## src/rtl/sbus_pkg.sv

```systemverilog
package sbus_pkg;

    localparam int REG_W = 32;

    localparam logic [7:0] OFS_CTRL   = 8'h00;
    localparam logic [7:0] OFS_CLKCFG = 8'h04;
    localparam logic [7:0] OFS_IEN    = 8'h08;
    localparam logic [7:0] OFS_STAT   = 8'h0C;
    localparam logic [7:0] OFS_ADDR   = 8'h10;
    localparam logic [7:0] OFS_DATA   = 8'h14;
    localparam logic [7:0] OFS_CMD    = 8'h18;
    localparam logic [7:0] OFS_MODE   = 8'h1C;
    localparam logic [7:0] OFS_DEV    = 8'h20;

    // control bit positions
    localparam int CB_GO    = 7;
    localparam int CB_STOP  = 6;
    localparam int CB_GIE   = 1;
    localparam int CB_SRST  = 0;
    localparam int MB_GO    = 31;

    // command field positions
    localparam int CMD_RD_BIT = 4;

    typedef struct packed {
        logic run;
        logic mode_busy;
        logic gie;
        logic srst;
        logic start_p;
        logic mode_p;
        logic abort_p;
    } ctl_state_t;

    typedef struct packed {
        logic       over;
        logic       err;
        logic       ldb;
        logic       nack;
        logic [3:0] ebyte;
    } stat_state_t;

    function automatic logic [REG_W-1:0] width_mask(input logic [1:0] w);
        logic [REG_W-1:0] m;
        case (w)
            2'd0:    m = {{(REG_W-8){1'b0}},  8'hFF};
            2'd1:    m = {{(REG_W-16){1'b0}}, 16'hFFFF};
            default: m = {REG_W{1'b1}};
        endcase
        return m;
    endfunction

endpackage

```

## src/rtl/sbus_xfer_ctl.sv

```systemverilog
module sbus_xfer_ctl
    import sbus_pkg::*;
(
    input  logic clk,
    input  logic rst_n,
    input  logic wr_ctrl,
    input  logic wr_mode,
    input  logic w_go,
    input  logic w_stop,
    input  logic w_gie,
    input  logic w_srst,
    input  logic w_mode_go,
    input  logic eng_done,
    output logic run,
    output logic mode_busy,
    output logic gie,
    output logic srst,
    output logic start_p,
    output logic mode_p,
    output logic abort_p,
    output logic xfer_end,
    output logic mode_end
);

    ctl_state_t st_d, st_q;
    logic idle;

    always_comb begin
        st_d         = st_q;
        st_d.start_p = 1'b0;
        st_d.abort_p = 1'b0;
        idle         = !st_q.run && !st_q.mode_busy && !st_q.srst;
        xfer_end     = st_q.run && eng_done;
        mode_end     = st_q.mode_busy && eng_done;

        if (xfer_end) st_d.run       = 1'b0;
        if (mode_end) st_d.mode_busy = 1'b0;

        if (wr_ctrl) begin
            st_d.gie = w_gie;
            if (w_srst) st_d.srst = 1'b1;
            if (w_stop) begin
                st_d.abort_p   = 1'b1;
                st_d.run       = 1'b0;
                st_d.mode_busy = 1'b0;
            end else if (w_go && idle && !w_srst) begin
                st_d.run     = 1'b1;
                st_d.start_p = 1'b1;
                st_d.mode_p  = 1'b0;
            end
        end

        if (wr_mode && w_mode_go && idle) begin
            st_d.mode_busy = 1'b1;
            st_d.start_p   = 1'b1;
            st_d.mode_p    = 1'b1;
        end

        if (st_q.srst) st_d = '0;
    end

    always_ff @(posedge clk or negedge rst_n) begin
        if (!rst_n) st_q <= '0;
        else        st_q <= st_d;
    end

    assign run       = st_q.run;
    assign mode_busy = st_q.mode_busy;
    assign gie       = st_q.gie;
    assign srst      = st_q.srst;
    assign start_p   = st_q.start_p;
    assign mode_p    = st_q.mode_p;
    assign abort_p   = st_q.abort_p;

endmodule

```

## src/rtl/sbus_status.sv

```systemverilog
module sbus_status
    import sbus_pkg::*;
#(
    parameter int FLAG_N = 3,
    parameter int EB_W   = 4
) (
    input  logic              clk,
    input  logic              rst_n,
    input  logic              soft_clr,
    input  logic              wr_stat,
    input  logic [FLAG_N-1:0] w_clr,
    input  logic              end_evt,
    input  logic              eng_err,
    input  logic              eng_nack,
    input  logic [EB_W-1:0]   eng_err_byte,
    input  logic              ldb_evt,
    input  logic [FLAG_N-1:0] ien,
    input  logic              gie,
    output logic [REG_W-1:0]  stat_word,
    output logic              irq
);

    stat_state_t        s_d, s_q;
    logic [FLAG_N-1:0]  flags;

    always_comb begin
        s_d = s_q;
        if (wr_stat) begin
            if (w_clr[0]) s_d.over = 1'b0;
            if (w_clr[1]) begin
                s_d.err   = 1'b0;
                s_d.nack  = 1'b0;
                s_d.ebyte = '0;
            end
            if (w_clr[2]) s_d.ldb = 1'b0;
        end
        if (end_evt) begin
            if (eng_err) begin
                s_d.err   = 1'b1;
                s_d.nack  = eng_nack;
                s_d.ebyte = eng_err_byte;
            end else begin
                s_d.over = 1'b1;
            end
        end
        if (ldb_evt)  s_d.ldb = 1'b1;
        if (soft_clr) s_d = '0;
    end

    always_ff @(posedge clk or negedge rst_n) begin
        if (!rst_n) s_q <= '0;
        else        s_q <= s_d;
    end

    assign flags = {s_q.ldb, s_q.err, s_q.over};
    assign irq   = gie && (|(flags & ien));

    always_comb begin
        stat_word       = '0;
        stat_word[0]    = s_q.over;
        stat_word[1]    = s_q.err;
        stat_word[2]    = s_q.ldb;
        stat_word[11:8] = s_q.ebyte;
        stat_word[16]   = s_q.nack;
    end

endmodule

```

## src/rtl/sbus_shadow_regs.sv

```systemverilog
module sbus_shadow_regs
    import sbus_pkg::*;
#(
    parameter int DIV_W  = 8,
    parameter int DLY_W  = 3,
    parameter int RT_W   = 8,
    parameter int HW_W   = 16,
    parameter int FLAG_N = 3
) (
    input  logic              clk,
    input  logic              rst_n,
    input  logic              soft_clr,
    input  logic              xfer_busy,
    input  logic              any_busy,
    input  logic              wr_clk,
    input  logic              wr_ien,
    input  logic              wr_addr,
    input  logic              wr_data,
    input  logic              wr_cmd,
    input  logic              wr_dev,
    input  logic              wr_mode,
    input  logic [REG_W-1:0]  wdata,
    input  logic              xfer_end,
    input  logic              eng_err,
    input  logic [REG_W-1:0]  eng_rdata,
    output logic [DIV_W-1:0]  clk_div,
    output logic [DLY_W-1:0]  out_dly,
    output logic [FLAG_N-1:0] ien,
    output logic [7:0]        reg_addr_q,
    output logic [REG_W-1:0]  data_q,
    output logic [7:0]        cmd_q,
    output logic [RT_W-1:0]   rt_addr,
    output logic [HW_W-1:0]   hw_addr,
    output logic [7:0]        mode_data,
    output logic [7:0]        mode_reg,
    output logic              ldb_evt
);

    localparam int RT_LSB = HW_W;
    localparam int DLY_LSB = DIV_W;

    typedef struct packed {
        logic [DIV_W-1:0]  div;
        logic [DLY_W-1:0]  dly;
        logic [FLAG_N-1:0] ien;
        logic [7:0]        addr;
        logic [REG_W-1:0]  data;
        logic [7:0]        cmd;
        logic [RT_W-1:0]   rt;
        logic [HW_W-1:0]   hw;
        logic [7:0]        mdata;
        logic [7:0]        mreg;
    } shd_t;

    shd_t r_d, r_q;
    logic rd_load;

    always_comb begin
        r_d     = r_q;
        ldb_evt = xfer_busy && (wr_addr || wr_data || wr_cmd);
        rd_load = xfer_end && !eng_err && r_q.cmd[CMD_RD_BIT];

        if (wr_clk) begin
            r_d.div = wdata[DIV_W-1:0];
            r_d.dly = wdata[DLY_LSB +: DLY_W];
        end
        if (wr_ien) r_d.ien = wdata[FLAG_N-1:0];
        if (wr_dev) begin
            r_d.hw = wdata[HW_W-1:0];
            r_d.rt = wdata[RT_LSB +: RT_W];
        end
        if (wr_mode && !any_busy) begin
            r_d.mdata = wdata[23:16];
            r_d.mreg  = wdata[15:8];
        end
        if (!xfer_busy) begin
            if (wr_addr) r_d.addr = wdata[7:0];
            if (wr_data) r_d.data = wdata;
            if (wr_cmd)  r_d.cmd  = wdata[7:0];
        end
        if (rd_load) r_d.data = eng_rdata & width_mask(r_q.cmd[1:0]);

        if (soft_clr) r_d = '0;
    end

    always_ff @(posedge clk or negedge rst_n) begin
        if (!rst_n) r_q <= '0;
        else        r_q <= r_d;
    end

    assign clk_div    = r_q.div;
    assign out_dly    = r_q.dly;
    assign ien        = r_q.ien;
    assign reg_addr_q = r_q.addr;
    assign data_q     = r_q.data;
    assign cmd_q      = r_q.cmd;
    assign rt_addr    = r_q.rt;
    assign hw_addr    = r_q.hw;
    assign mode_data  = r_q.mdata;
    assign mode_reg   = r_q.mreg;

endmodule

```

## src/rtl/sbus_regfront.sv

```systemverilog
module sbus_regfront
    import sbus_pkg::*;
#(
    parameter int DIV_W = 8,
    parameter int DLY_W = 3,
    parameter int RT_W  = 8,
    parameter int HW_W  = 16,
    parameter int EB_W  = 4
) (
    input  logic             clk,
    input  logic             rst_n,
    input  logic             reg_wr,
    input  logic [7:0]       reg_addr,
    input  logic [31:0]      reg_wdata,
    output logic [31:0]      reg_rdata,
    output logic             irq,
    output logic             eng_start,
    output logic             eng_mode,
    output logic             eng_abort,
    output logic [7:0]       eng_cmd,
    output logic [7:0]       eng_reg_addr,
    output logic [31:0]      eng_wdata,
    output logic [RT_W-1:0]  eng_rt_addr,
    output logic [HW_W-1:0]  eng_hw_addr,
    output logic [7:0]       eng_mode_data,
    output logic [7:0]       eng_mode_reg,
    output logic [DIV_W-1:0] clk_div,
    output logic [DLY_W-1:0] out_dly,
    input  logic             eng_done,
    input  logic             eng_err,
    input  logic             eng_nack,
    input  logic [EB_W-1:0]  eng_err_byte,
    input  logic [31:0]      eng_rdata
);

    localparam int FLAG_N = 3;

    logic wr_ctrl, wr_clk, wr_ien, wr_stat, wr_addr, wr_data, wr_cmd, wr_mode, wr_dev;
    logic run, mode_busy, gie, srst, xfer_end, mode_end, ldb_evt;
    logic [FLAG_N-1:0] ien;
    logic [REG_W-1:0]  stat_word;

    assign wr_ctrl = reg_wr && (reg_addr == OFS_CTRL);
    assign wr_clk  = reg_wr && (reg_addr == OFS_CLKCFG);
    assign wr_ien  = reg_wr && (reg_addr == OFS_IEN);
    assign wr_stat = reg_wr && (reg_addr == OFS_STAT);
    assign wr_addr = reg_wr && (reg_addr == OFS_ADDR);
    assign wr_data = reg_wr && (reg_addr == OFS_DATA);
    assign wr_cmd  = reg_wr && (reg_addr == OFS_CMD);
    assign wr_mode = reg_wr && (reg_addr == OFS_MODE);
    assign wr_dev  = reg_wr && (reg_addr == OFS_DEV);

    sbus_xfer_ctl u_ctl (
        .clk       (clk),
        .rst_n     (rst_n),
        .wr_ctrl   (wr_ctrl),
        .wr_mode   (wr_mode),
        .w_go      (reg_wdata[CB_GO]),
        .w_stop    (reg_wdata[CB_STOP]),
        .w_gie     (reg_wdata[CB_GIE]),
        .w_srst    (reg_wdata[CB_SRST]),
        .w_mode_go (reg_wdata[MB_GO]),
        .eng_done  (eng_done),
        .run       (run),
        .mode_busy (mode_busy),
        .gie       (gie),
        .srst      (srst),
        .start_p   (eng_start),
        .mode_p    (eng_mode),
        .abort_p   (eng_abort),
        .xfer_end  (xfer_end),
        .mode_end  (mode_end)
    );

    sbus_status #(.FLAG_N(FLAG_N), .EB_W(EB_W)) u_stat (
        .clk          (clk),
        .rst_n        (rst_n),
        .soft_clr     (srst),
        .wr_stat      (wr_stat),
        .w_clr        (reg_wdata[FLAG_N-1:0]),
        .end_evt      (xfer_end || mode_end),
        .eng_err      (eng_err),
        .eng_nack     (eng_nack),
        .eng_err_byte (eng_err_byte),
        .ldb_evt      (ldb_evt),
        .ien          (ien),
        .gie          (gie),
        .stat_word    (stat_word),
        .irq          (irq)
    );

    sbus_shadow_regs #(
        .DIV_W(DIV_W), .DLY_W(DLY_W), .RT_W(RT_W), .HW_W(HW_W), .FLAG_N(FLAG_N)
    ) u_shd (
        .clk        (clk),
        .rst_n      (rst_n),
        .soft_clr   (srst),
        .xfer_busy  (run),
        .any_busy   (run || mode_busy),
        .wr_clk     (wr_clk),
        .wr_ien     (wr_ien),
        .wr_addr    (wr_addr),
        .wr_data    (wr_data),
        .wr_cmd     (wr_cmd),
        .wr_dev     (wr_dev),
        .wr_mode    (wr_mode),
        .wdata      (reg_wdata),
        .xfer_end   (xfer_end),
        .eng_err    (eng_err),
        .eng_rdata  (eng_rdata),
        .clk_div    (clk_div),
        .out_dly    (out_dly),
        .ien        (ien),
        .reg_addr_q (eng_reg_addr),
        .data_q     (eng_wdata),
        .cmd_q      (eng_cmd),
        .rt_addr    (eng_rt_addr),
        .hw_addr    (eng_hw_addr),
        .mode_data  (eng_mode_data),
        .mode_reg   (eng_mode_reg),
        .ldb_evt    (ldb_evt)
    );

    always_comb begin
        reg_rdata = '0;
        case (reg_addr)
            OFS_CTRL: begin
                reg_rdata[CB_GO]   = run;
                reg_rdata[CB_GIE]  = gie;
                reg_rdata[CB_SRST] = srst;
            end
            OFS_CLKCFG: reg_rdata = (32'(out_dly) << DIV_W) | 32'(clk_div);
            OFS_IEN:    reg_rdata = 32'(ien);
            OFS_STAT:   reg_rdata = stat_word;
            OFS_ADDR:   reg_rdata = 32'(eng_reg_addr);
            OFS_DATA:   reg_rdata = eng_wdata;
            OFS_CMD:    reg_rdata = 32'(eng_cmd);
            OFS_MODE: begin
                reg_rdata[MB_GO]   = mode_busy;
                reg_rdata[23:16]   = eng_mode_data;
                reg_rdata[15:8]    = eng_mode_reg;
            end
            OFS_DEV:    reg_rdata = (32'(eng_rt_addr) << HW_W) | 32'(eng_hw_addr);
            default:    reg_rdata = '0;
        endcase
    end

endmodule

```

## config.mk

```make
export PLATFORM = sky130hd
export DESIGN_NAME = sbus_regfront
export DESIGN_NICKNAME = d
export VERILOG_FILES = /design/src/rtl/sbus_pkg.sv /design/src/rtl/sbus_xfer_ctl.sv /design/src/rtl/sbus_status.sv /design/src/rtl/sbus_shadow_regs.sv /design/src/rtl/sbus_regfront.sv
export SDC_FILE = /design/constraint.sdc
export NUM_CORES = 1
export LEC_CHECK = 0
export BUFFER_PORTS_ARGS = -buffer_cell sky130_fd_sc_hd__buf_2
export CAP_MARGIN = 20
export CORE_ASPECT_RATIO = 1.5
export CORE_MARGIN = 1.5
export CORE_UTILIZATION = 47
export CTS_BUF_LIST = sky130_fd_sc_hd__clkbuf_2 sky130_fd_sc_hd__clkbuf_4 sky130_fd_sc_hd__clkbuf_8
export DETAILED_ROUTE_END_ITERATION = 6
export PLACE_DENSITY = 0.78
export SETUP_SLACK_MARGIN = 0.05
export SYNTH_ARGS = -nofsm -noshare
export SYNTH_HDL_FRONTEND = slang
export SYNTH_HIERARCHICAL = 1
export SYNTH_SLANG_ARGS = --single-unit
```

## constraint.sdc

```tcl
create_clock -name clk -period 1.63 [get_ports clk]
set_input_delay 0.2445 -clock clk [delete_from_list [all_inputs] [get_ports clk]]
set_output_delay 0.2445 -clock clk [all_outputs]
set_load 0.03 [all_outputs]
```

# Word-level counts from Yosys, hierarchy flattened
# Cells that the tools add are included.
[totals]
ff_bits = 117
out_inout_bits = 135
elab_cells = 135
[classes]
eq_ne = 12
n_mux = 43
n_bitwise = 4
n_reduce_logical = 54
[op_table]
columns = ["operator", "n"]
rows = [
  ["$mux 102", 1],
  ["$mux 32", 3],
  ["$pmux 16 s5", 1],
  ["$pmux 32 s2", 1],
  ["$mux 48", 1],
  ["$pmux 5 s7", 1],
  ["$and 32x32->32", 1],
  ["$eq 8x5->1 const B", 4],
  ["$mux 8", 4],
  ["$mux 24", 1],
  ["$or 24x16->24", 1],
  ["$logic_and 1x1->1", 22],
  ["$pmux 7 s3", 1],
  ["$eq 8x4->1 const B", 2],
  ["$mux 16", 1],
  ["$pmux 2 s8", 1],
  ["$reduce_bool 2->1", 8],
  ["$mux 5", 3],
  ["$reduce_bool 3->1", 5],
  ["$mux 1", 14],
  ["$mux 7", 2],
  ["$mux 11", 1],
  ["$or 11x8->11", 1],
  ["$reduce_and 2->1", 5],
  ["other kinds (17)", 28],
]

# Logic depth before layout (Yosys ltp)
# Gate-level depths: netlist (run 1).
[depth]
ltp_word = 10
mapped_depth = 10

# Modules after synthesis
# Netlist (run 1), hierarchy kept.
[modules_own_cells]
columns = ["module", "n_inst", "cells_per_inst", "area_each_um2", "seq_area_each_um2"]
rows = [
  ["sbus_shadow_regs", 1, 389, 4384.2, 2552.4],
  ["sbus_regfront", 1, 161, 1168.6, 0.0],
  ["sbus_status", 1, 50, 543.0, 200.2],
  ["sbus_xfer_ctl", 1, 27, 301.5, 175.2],
]

# Worst setup path before layout (run 1)
# No wires, ideal clock.
[synth_timing]
path_type = "input to register"
from = "input reg_addr[1]"
to = "register u_shd.r_q, in the netlist u_shd/hw_addr[2]"
arrival_time_ps = 1982
path_slack_ps = -484
cell_stages = 9
n_path_buf = 4
path_cell_list = "or4_1 buf_2 nor2b_4 buf_4 and2_1 buf_2 buf_2 mux2i_1 nor2_1"
[synth_via]
elab_chain_cells = 3
[synth_lines]
columns = ["element", "line_no", "source"]
rows = [
  ["start: declaration", "sbus_regfront.sv:13", "input logic [7:0] reg_addr,"],
  ["$eq 8x6->1", "sbus_regfront.sv:51", "assign wr_dev = reg_wr && (reg_addr == OFS_DEV);"],
  ["$logic_and 1x1->1", "sbus_regfront.sv:51", ""],
  ["net wr_dev", "sbus_regfront.sv:38", "logic wr_ctrl, wr_clk, wr_ien, wr_stat, wr_addr, wr_data, wr_cmd, wr_mode, wr_dev;"],
  ["$reduce_bool 2->1 (no line)", "n/a", ""],
  ["end signal: assignment", "sbus_shadow_regs.sv:88", "else r_q <= r_d;"],
  ["end: declaration", "sbus_shadow_regs.sv:55", "shd_t r_d, r_q;"],
]
# The timed path passes the listed nets, and every way through them passes these cells.
# A chain may end at the register's enable or synchronous reset.

# Final worst setup path (run 1)
[layout_timing]
from = "input reg_addr[1]"
to = "output reg_rdata[0]"
[layout_via]
elab_chain_cells = 2
word_cells_on_any_way = 9
cone_classes = "eq/ne (7); mux (1); reduce/logical (1)"
[layout_lines]
columns = ["element", "line_no", "source"]
rows = [
  ["$eq 8x6->1 (tied with other cells)", "sbus_regfront.sv:126", "case (reg_addr)"],
  ["$pmux 2 s8 (*)", "sbus_regfront.sv:126", ""],
  ["end: declaration", "sbus_regfront.sv:15", "output logic [31:0] reg_rdata,"],
]
# Every way passes the cells marked *; elsewhere a longest branch is shown, timed or not.

==> results.ini, run 1 <==
[status]
status = finished with violations
failed_checks = negative setup slack

[setup_path]
timing.critical_path.from_type = input pin
required_ns = 1.39
cp.arrival_ns = 1.72
slowest_delay_ns = 0.55
crit_slowest_cell = or4_4
crit_fanout = 5
worstSetupStartpoint = reg_addr[1]
crit_end = reg_rdata[0]
worstRegToRegCells = 7
end_kind = output pin
r2r_start = u_shd/cmd_q[4]
rrSetupSlack_ns = 0.10
path_common_cell = buf_6
rr_endpoint = u_shd/data_q[27]
crit_chain = buf_6 > or4_4 > nor2b_4 > buf_6 > buf_4 > nand2_2 > o21ai_4 > buf_6
crit_type = input pin to output pin

[placement]
dp.cells = 1050
routabilityCongestion = 0.904
io_buffer_count = 216
dp_hpwl_um = 15600

[power]
peakVddDrop_uv = 583
seqPwrFrac_pct = 44.5
switchingPower_uw = 2010
switching_share_pct = 28.4
p_leak_uw = 0.00495
p_int_uw = 5060
p_clk_share_pct = 40.1
powerDensity_nw_per_um2 = 746
pwr-share-comb_pct = 15.4
power.total_uw = 7070

[finish]
syn_to_final_growth_pct = 48.2
fin_nets = 1019
layout_commonest_cell = buf_2
fin_cells = 1115
final_cell_mix = buf_2, dfrtp_1, buf_4
largest_reg_flops = 32
drive_gt1_share_pct = 48.1

[clocking]
cts_max_path_buffers = 2
htree_levels = 4
cts_sinks = 117
clk_pin_slew_ns = 0.07
cts_buffers = 17
root_buffer = clkbuf_8
clkLatencyLatePin_ns = 0.43
cts_tree = yes

[timing]
fin_crit_ns = 1.97
fin_crit_sh_pct = 121
finalSetupTns_ns = -9.25
final.setup.worst_slack_ns = -0.336
finalSetupViolCount = 50
hold_violations = 0
fmax_ghz = 0.509
finalMaxSlewViolations = 0
skew_ns = 0.0125
whs_ns = 0.0223
rsz0062_at_grt = yes

[routing]
routedWlPerCell_um = 20.0
vias = 6367
ant_nets = 0
vias_per_cell = 5.71
drt_iter0_drc = 323
drt_pre_antenna_iters = 5
drcViolationCount = 0
wl_um = 22300

[floorplan]
core_um2 = 13400
dieArea_um2 = 14300
die_w_um = 98.3
start_util_pct = 47.7
ios = 217
die_h_um = 146
rows = 52

[run]
maxCapViolations = 0

[logic_synthesis]
synthArstFlopShare_pct = 100
synth_ff_type = dfrtp_1
syn-cell-area_um2 = 6400
synth.avg_cell_area_um2 = 10.2
synthCells = 627
yosys_warnings = 6
synth_edf_count = 0
synth_cell_type_count = 55
synth_seq_cells = 117
ys_seq_area_share_pct = 45.8

[global_route]
grt_pass1_wl_um = 33900
antenna_found_initial = 3
overflow = 0
grt_max_degree = 46
grt_use_total_pct = 30.4
grt_pass1_vias = 6450

[hold_path]
hold_class = input pin to register

worst max-delay path, delay by kind of cell:
family                 cells  cell delay (ns)
and+or+nand+nor            3             0.90
buffers and inverters      4             0.49
AOI/OAI and AO/OA          1             0.06
through the flow:
step	utilization [%]	setup WS, ns	instance area, um^2
2_1_floorplan	-	-0.285	6720
3_3_place_gp	62.1	-0.332	8320
3_5_place_dp	62.1	-0.396	8320
4_1_cts	69.8	-0.333	9360
5_1_grt	70.8	-0.364	9480
6_report	70.8	-0.336	9480
power by group through the flow:
stage / combinational (uW) / clock [uW] / sequential, uW
3_3_place_gp: 987 / 0 / 3190
3_5_place_dp: 1000 / 0 / 3190
2_1_floorplan: 304 / 0 / 3410
4_1_cts: 1060 / 2870 / 3140
5_1_grt: 1160 / 3030 / 3160
6_report: 1090 / 2830 / 3150
metal layers:
layer  vias to the layer above  GRT usage [%]  routed length [um]
li1                       2856              -                   -
met4                         0           17.5                1020
met3                        64           4.27                1360
met2                       318           52.8               11600
met1                      3129           35.7                8280
met5                         -              0                   0
cell type report:
class | instances | area, um^2
well taps | 162 | 203
clock inverters | 12 | 154
clock buffers | 20 | 269
flip-flops and latches | 117 | 2930
fillers | 988 | 3920
multi-input cells | 463 | 3510
diodes | 3 | 7.51
repair buffers | 338 | 2410
how the worst min path moves through the flow:
stage | start | to | slack (ns) | depth (start not counted)
floorplan | rst_n | u_ctl/abort_p | -0.05 | 0
global placement | rst_n | u_shd/hw_addr[5] | 0.20 | 1
detailed placement | rst_n | u_shd/data_q[5] | 0.20 | 1
CTS | eng_rdata[19] | u_shd/data_q[19] | 0.002 | 2
global route | eng_rdata[28] | u_shd/data_q[28] | 0.002 | 2
finish | eng_rdata[20] | u_shd/data_q[20] | 0.02 | 2
cell families (layout without fill, tap and decap cells):
| kind of cell | Yosys count | in the layout | synth area share [%] |
|---|---|---|---|
| AO/OA/AOI/OAI | 148 | 148 | 17.5 |
| buffers and inverters | 70 | 370 | 6.61 |
| flip-flops | 117 | 117 | 45.8 |
| multiplexers | 86 | 86 | 14.4 |
| other | 1 | 27 | 0.0586 |
| AND/OR/NAND/NOR | 205 | 205 | 15.6 |
cell usage after synthesis (3+ instances only):
cell / n / area share, %
a221o_1: 5 / 0.78
dfrtp_1: 117 / 46
a22o_2: 5 / 0.78
and2_1: 7 / 0.68
buf_1: 7 / 0.41
nor2b_1: 8 / 0.78
o2bb2ai_1: 22 / 3.0
nand2b_1: 7 / 0.68
a21oi_1: 30 / 2.3
a22oi_1: 28 / 3.3
buf_4: 31 / 3.6
a311oi_1: 8 / 1.1
and3_1: 5 / 0.49
nand3b_1: 5 / 0.59
nor2_1: 71 / 4.2
o21ai_1: 19 / 1.5
mux2i_1: 81 / 13
mux4_2: 5 / 1.8
nand2_1: 77 / 4.5
buf_6: 3 / 0.53
nor3_1: 3 / 0.23
buf_2: 17 / 1.3
clkbuf_1: 12 / 0.70
a22o_1: 11 / 1.5
repair_timing:
item	CTS	global route
hold buffers	6	3
pin swaps	28	14
endpoints found under the hold margin	30	3
endpoints found under the setup margin	33	75
setup buffers	16	8
cloned	1	1
resized for setup	111	25
No activity file was read; power rests on OpenSTA's default activity.
==> run 2, diff against run 1 <==
- ABC_AREA: not set -> 1
- CORE_UTILIZATION: 47 -> 49
- PLACE_DENSITY: 0.78 -> 0.8
==> run 2 against run 1 <==
  * The flow still finishes with violations (negative setup slack)
  * Design area rose by 11%
  * Sequential power rose by 4%
  * Via count rose by 35%
  * Fmax rose by 16%
  * Cell count rose by 37%
  * Critical endpoint unchanged
==> results.ini, run 2 <==
[status]
status = finished with violations  ; unchanged
failed_checks = negative setup slack  ; unchanged

[routing]
routedWlPerCell_um = 19.0  ; was 20.0 um
drt_pre_antenna_iters = 6  ; was 5
drcViolationCount = 0  ; unchanged
drt_iter0_drc = 965  ; was 323
wl_um = 29100  ; was 22300 um
vias_per_cell = 5.60  ; was 5.71
vias = 8584  ; was 6367
ant_nets = 0  ; unchanged

[clocking]
root_buffer = clkbuf_8  ; unchanged
clkLatencyLatePin_ns = 0.44  ; was 0.43 ns
cts_tree = yes  ; unchanged
htree_levels = 4  ; unchanged
cts_max_path_buffers = 2  ; unchanged
cts_sinks = 117  ; unchanged
cts_buffers = 17  ; unchanged
clk_pin_slew_ns = 0.08  ; was 0.07 ns

[power]
p_leak_uw = 0.00588  ; was 0.00495 uW
powerDensity_nw_per_um2 = 752  ; was 746 nW/um^2
peakVddDrop_uv = 838  ; was 583 uV

[timing]
fin_crit_ns = 1.69  ; was 1.97 ns
whs_ns = 0.0629  ; was 0.0223 ns
skew_ns = 0.0113  ; was 0.0125 ns
worstMarginPinSlew_ns = 0.681
relSlewSlack_pct = 54.6
finalSetupViolCount = 11  ; was 50
hold_violations = 0  ; unchanged
final.setup.worst_slack_ns = -0.0639  ; was -0.336 ns
finalMaxSlewViolations = 0  ; unchanged
finalSetupTns_ns = -0.423  ; was -9.25 ns
fin_crit_sh_pct = 104  ; was 121%
rsz0062_at_grt = yes  ; unchanged
fmax_ghz = 0.590  ; was 0.509 GHz

[global_route]
grt_pass1_wl_um = 39700  ; was 33900 um
grt_pass1_vias = 7785  ; was 6450
antenna_found_initial = 0  ; was 3
grt_use_total_pct = 34.1  ; was 30.4%
grt_max_degree = 118  ; was 46
overflow = 0  ; unchanged

[floorplan]
dieArea_um2 = 15400  ; was 14300 um^2
die_h_um = 151  ; was 146 um
die_w_um = 102  ; was 98.3 um
ios = 217  ; unchanged
start_util_pct = 49.6  ; was 47.7%
rows = 54  ; was 52
core_um2 = 14500  ; was 13400 um^2

[finish]
fin_nets = 1405  ; was 1019
n_fill_cell = 1077  ; was 988
final_cell_mix = nand2_1, buf_2, nand3_1  ; was buf_2, dfrtp_1, buf_4
fin_cells = 1532  ; was 1115
drive_gt1_share_pct = 36.4  ; was 48.1%
ff_latch_area_um2 = 2930  ; about the same
syn_to_final_growth_pct = 46.6  ; was 48.2%
design_area_um2 = 10500  ; was 9480 um^2
antennaDiodeCount = 0  ; was 3
layout_commonest_cell = nand2_1  ; was buf_2
largest_reg_flops = 32  ; unchanged
multi_input_area_um2 = 3630  ; was 3510 um^2

[logic_synthesis]
synth_ff_type = dfrtp_1  ; unchanged
yosys.area.top_type_share_pct = 40.8  ; was 45.8%
yosys-top-cells-area = dfrtp_1, nand2_1, nand3_1  ; was dfrtp_1, mux2i_1, nand2_1
synth_edf_count = 0  ; unchanged
synth_seq_cells = 117  ; unchanged
syn-cell-area_um2 = 7170  ; was 6400 um^2
synth_cell_type_count = 32  ; was 55
synthCells = 1032  ; was 627
yosysTopAreaCell = dfrtp_1  ; unchanged
synth.avg_cell_area_um2 = 6.95  ; was 10.2 um^2
synth_common_cells = nand2_1, nand3_1, inv_1  ; was dfrtp_1, mux2i_1, nand2_1
synthArstFlopShare_pct = 100  ; unchanged
yosys_warnings = 6  ; unchanged
ys_seq_area_share_pct = 40.8  ; was 45.8%
synth.most_common_cell = nand2_1  ; was dfrtp_1

[placement]
dp.cells = 1446  ; was 1050
dp_hpwl_um = 17600  ; was 15600 um
io_buffer_count = 216  ; unchanged
place_area_um2 = 8730  ; was 8320 um^2
routabilityCongestion = 0.929  ; was 0.904

[setup_path]
slowest_delay_ns = 0.21  ; was 0.55 ns
end_kind = output pin  ; unchanged
crit_chain = buf_8 > inv_4 > nand2_4 > nor2_4 > clkbuf_16 > clkbuf_16 > nand3_2 > nand2_1 > nor2_1 > nand2_1 > buf_6  ; was buf_6 > or4_4 > nor2b_4 > buf_6 > buf_4 > nand2_2 > o21ai_4 > buf_6
required_ns = 1.39  ; about the same
crit_fanout = 6  ; was 5
r2r_start = u_ctl/run  ; was u_shd/cmd_q[4]
timing.critical_path.from_type = input pin  ; unchanged
crit_slowest_cell = nor2_4  ; was or4_4
rr_endpoint = u_shd/mode_reg[2]  ; was u_shd/data_q[27]
rrSetupSlack_ns = 0.09  ; was 0.10 ns
worstRegToRegCells = 6  ; was 7
cp.arrival_ns = 1.45  ; was 1.72 ns
crit_type = input pin to output pin  ; unchanged

[hold_path]
worstHoldEndpoint = u_stat/stat_word[16]  ; was u_shd/data_q[20]
hold_class = input pin to register  ; unchanged
min_from = eng_nack  ; was eng_rdata[20]
whs_path_depth = 3  ; was 2

[run]
maxCapViolations = 0  ; unchanged

## run 2: per-layer routing
metal | vias to the layer above | part of all wire [%] | global-route usage [%]
met1 | 3994 | 34 | 38.6
met5 | - | 0 | 0
met3 | 179 | 9.1 | 5.86
li1 | 3761 | - | -
met2 | 650 | 50 | 58.2
met4 | 0 | 7.2 | 23.0
## run 2: worst max path at each step
stage,start,end,slack [ns],cells after the start
floorplan,reg_addr[6],u_shd/data_q[10],0.13,11
global placement,reg_addr[6],u_shd/reg_addr_q[5],-0.17,10
detailed placement,reg_addr[5],u_shd/reg_addr_q[6],-0.21,10
CTS,u_ctl/run,reg_rdata[7],-0.03,6
global route,reg_addr[4],reg_rdata[0],-0.09,10
finish,reg_addr[5],reg_rdata[0],-0.06,11
## run 2: cells by family (layout without fill, tap and decap cells)
family | Yosys count | after routing | synth area share (%)
other cells | 1 | 24 | 0.0523
flops | 117 | 117 | 40.8
simple gates | 620 | 621 | 36.8
buf+inv | 209 | 489 | 15.1
compound gates | 85 | 85 | 7.24
## run 2: final cells by class
type,count,area share [%]
Sequential cell,117,27.9
Tap cell,196,2.33
Clock inverter,14,2.13
Clock buffer,18,2.36
Multi-Input combinational cell,730,34.5
Inverter,129,4.83
Timing Repair Buffer,328,25.9
## run 2: critical path: cells and delay by family
family                 cells  cell delay [ns]
and+or+nand+nor            6             0.53
buffers and inverters      5             0.66
## run 2: what timing repair did
| action | 4_1_cts | 5_1_grt |
|---|---|---|
| endpoints found under the hold margin | 117 | 0 |
| buffers inserted | 23 | 19 |
| resized for setup | 75 | 128 |
| gates cloned | 3 | 11 |
| setup endpoints to repair | 29 | 67 |
| pin swaps | 19 | 56 |
| hold buffers | 1 | 0 |
## run 2: stage by stage
step	util (%)	setup slack, ns	total power [uW]
finish	72.7	-0.0639	7900
global placement	60.4	-0.174	4490
CTS	67.1	-0.0266	7770
floorplan	-	0.132	4010
global route	72.7	-0.0889	8170
detailed placement	60.4	-0.206	4520
## run 2: report_power, final
group	internal [uW]	switching [uW]	leakage, uW
combinational	492	909	0.00415
clock	1880	1360	0.000222
sequential	3090	180	0.00150
total	5460	2450	0.00588
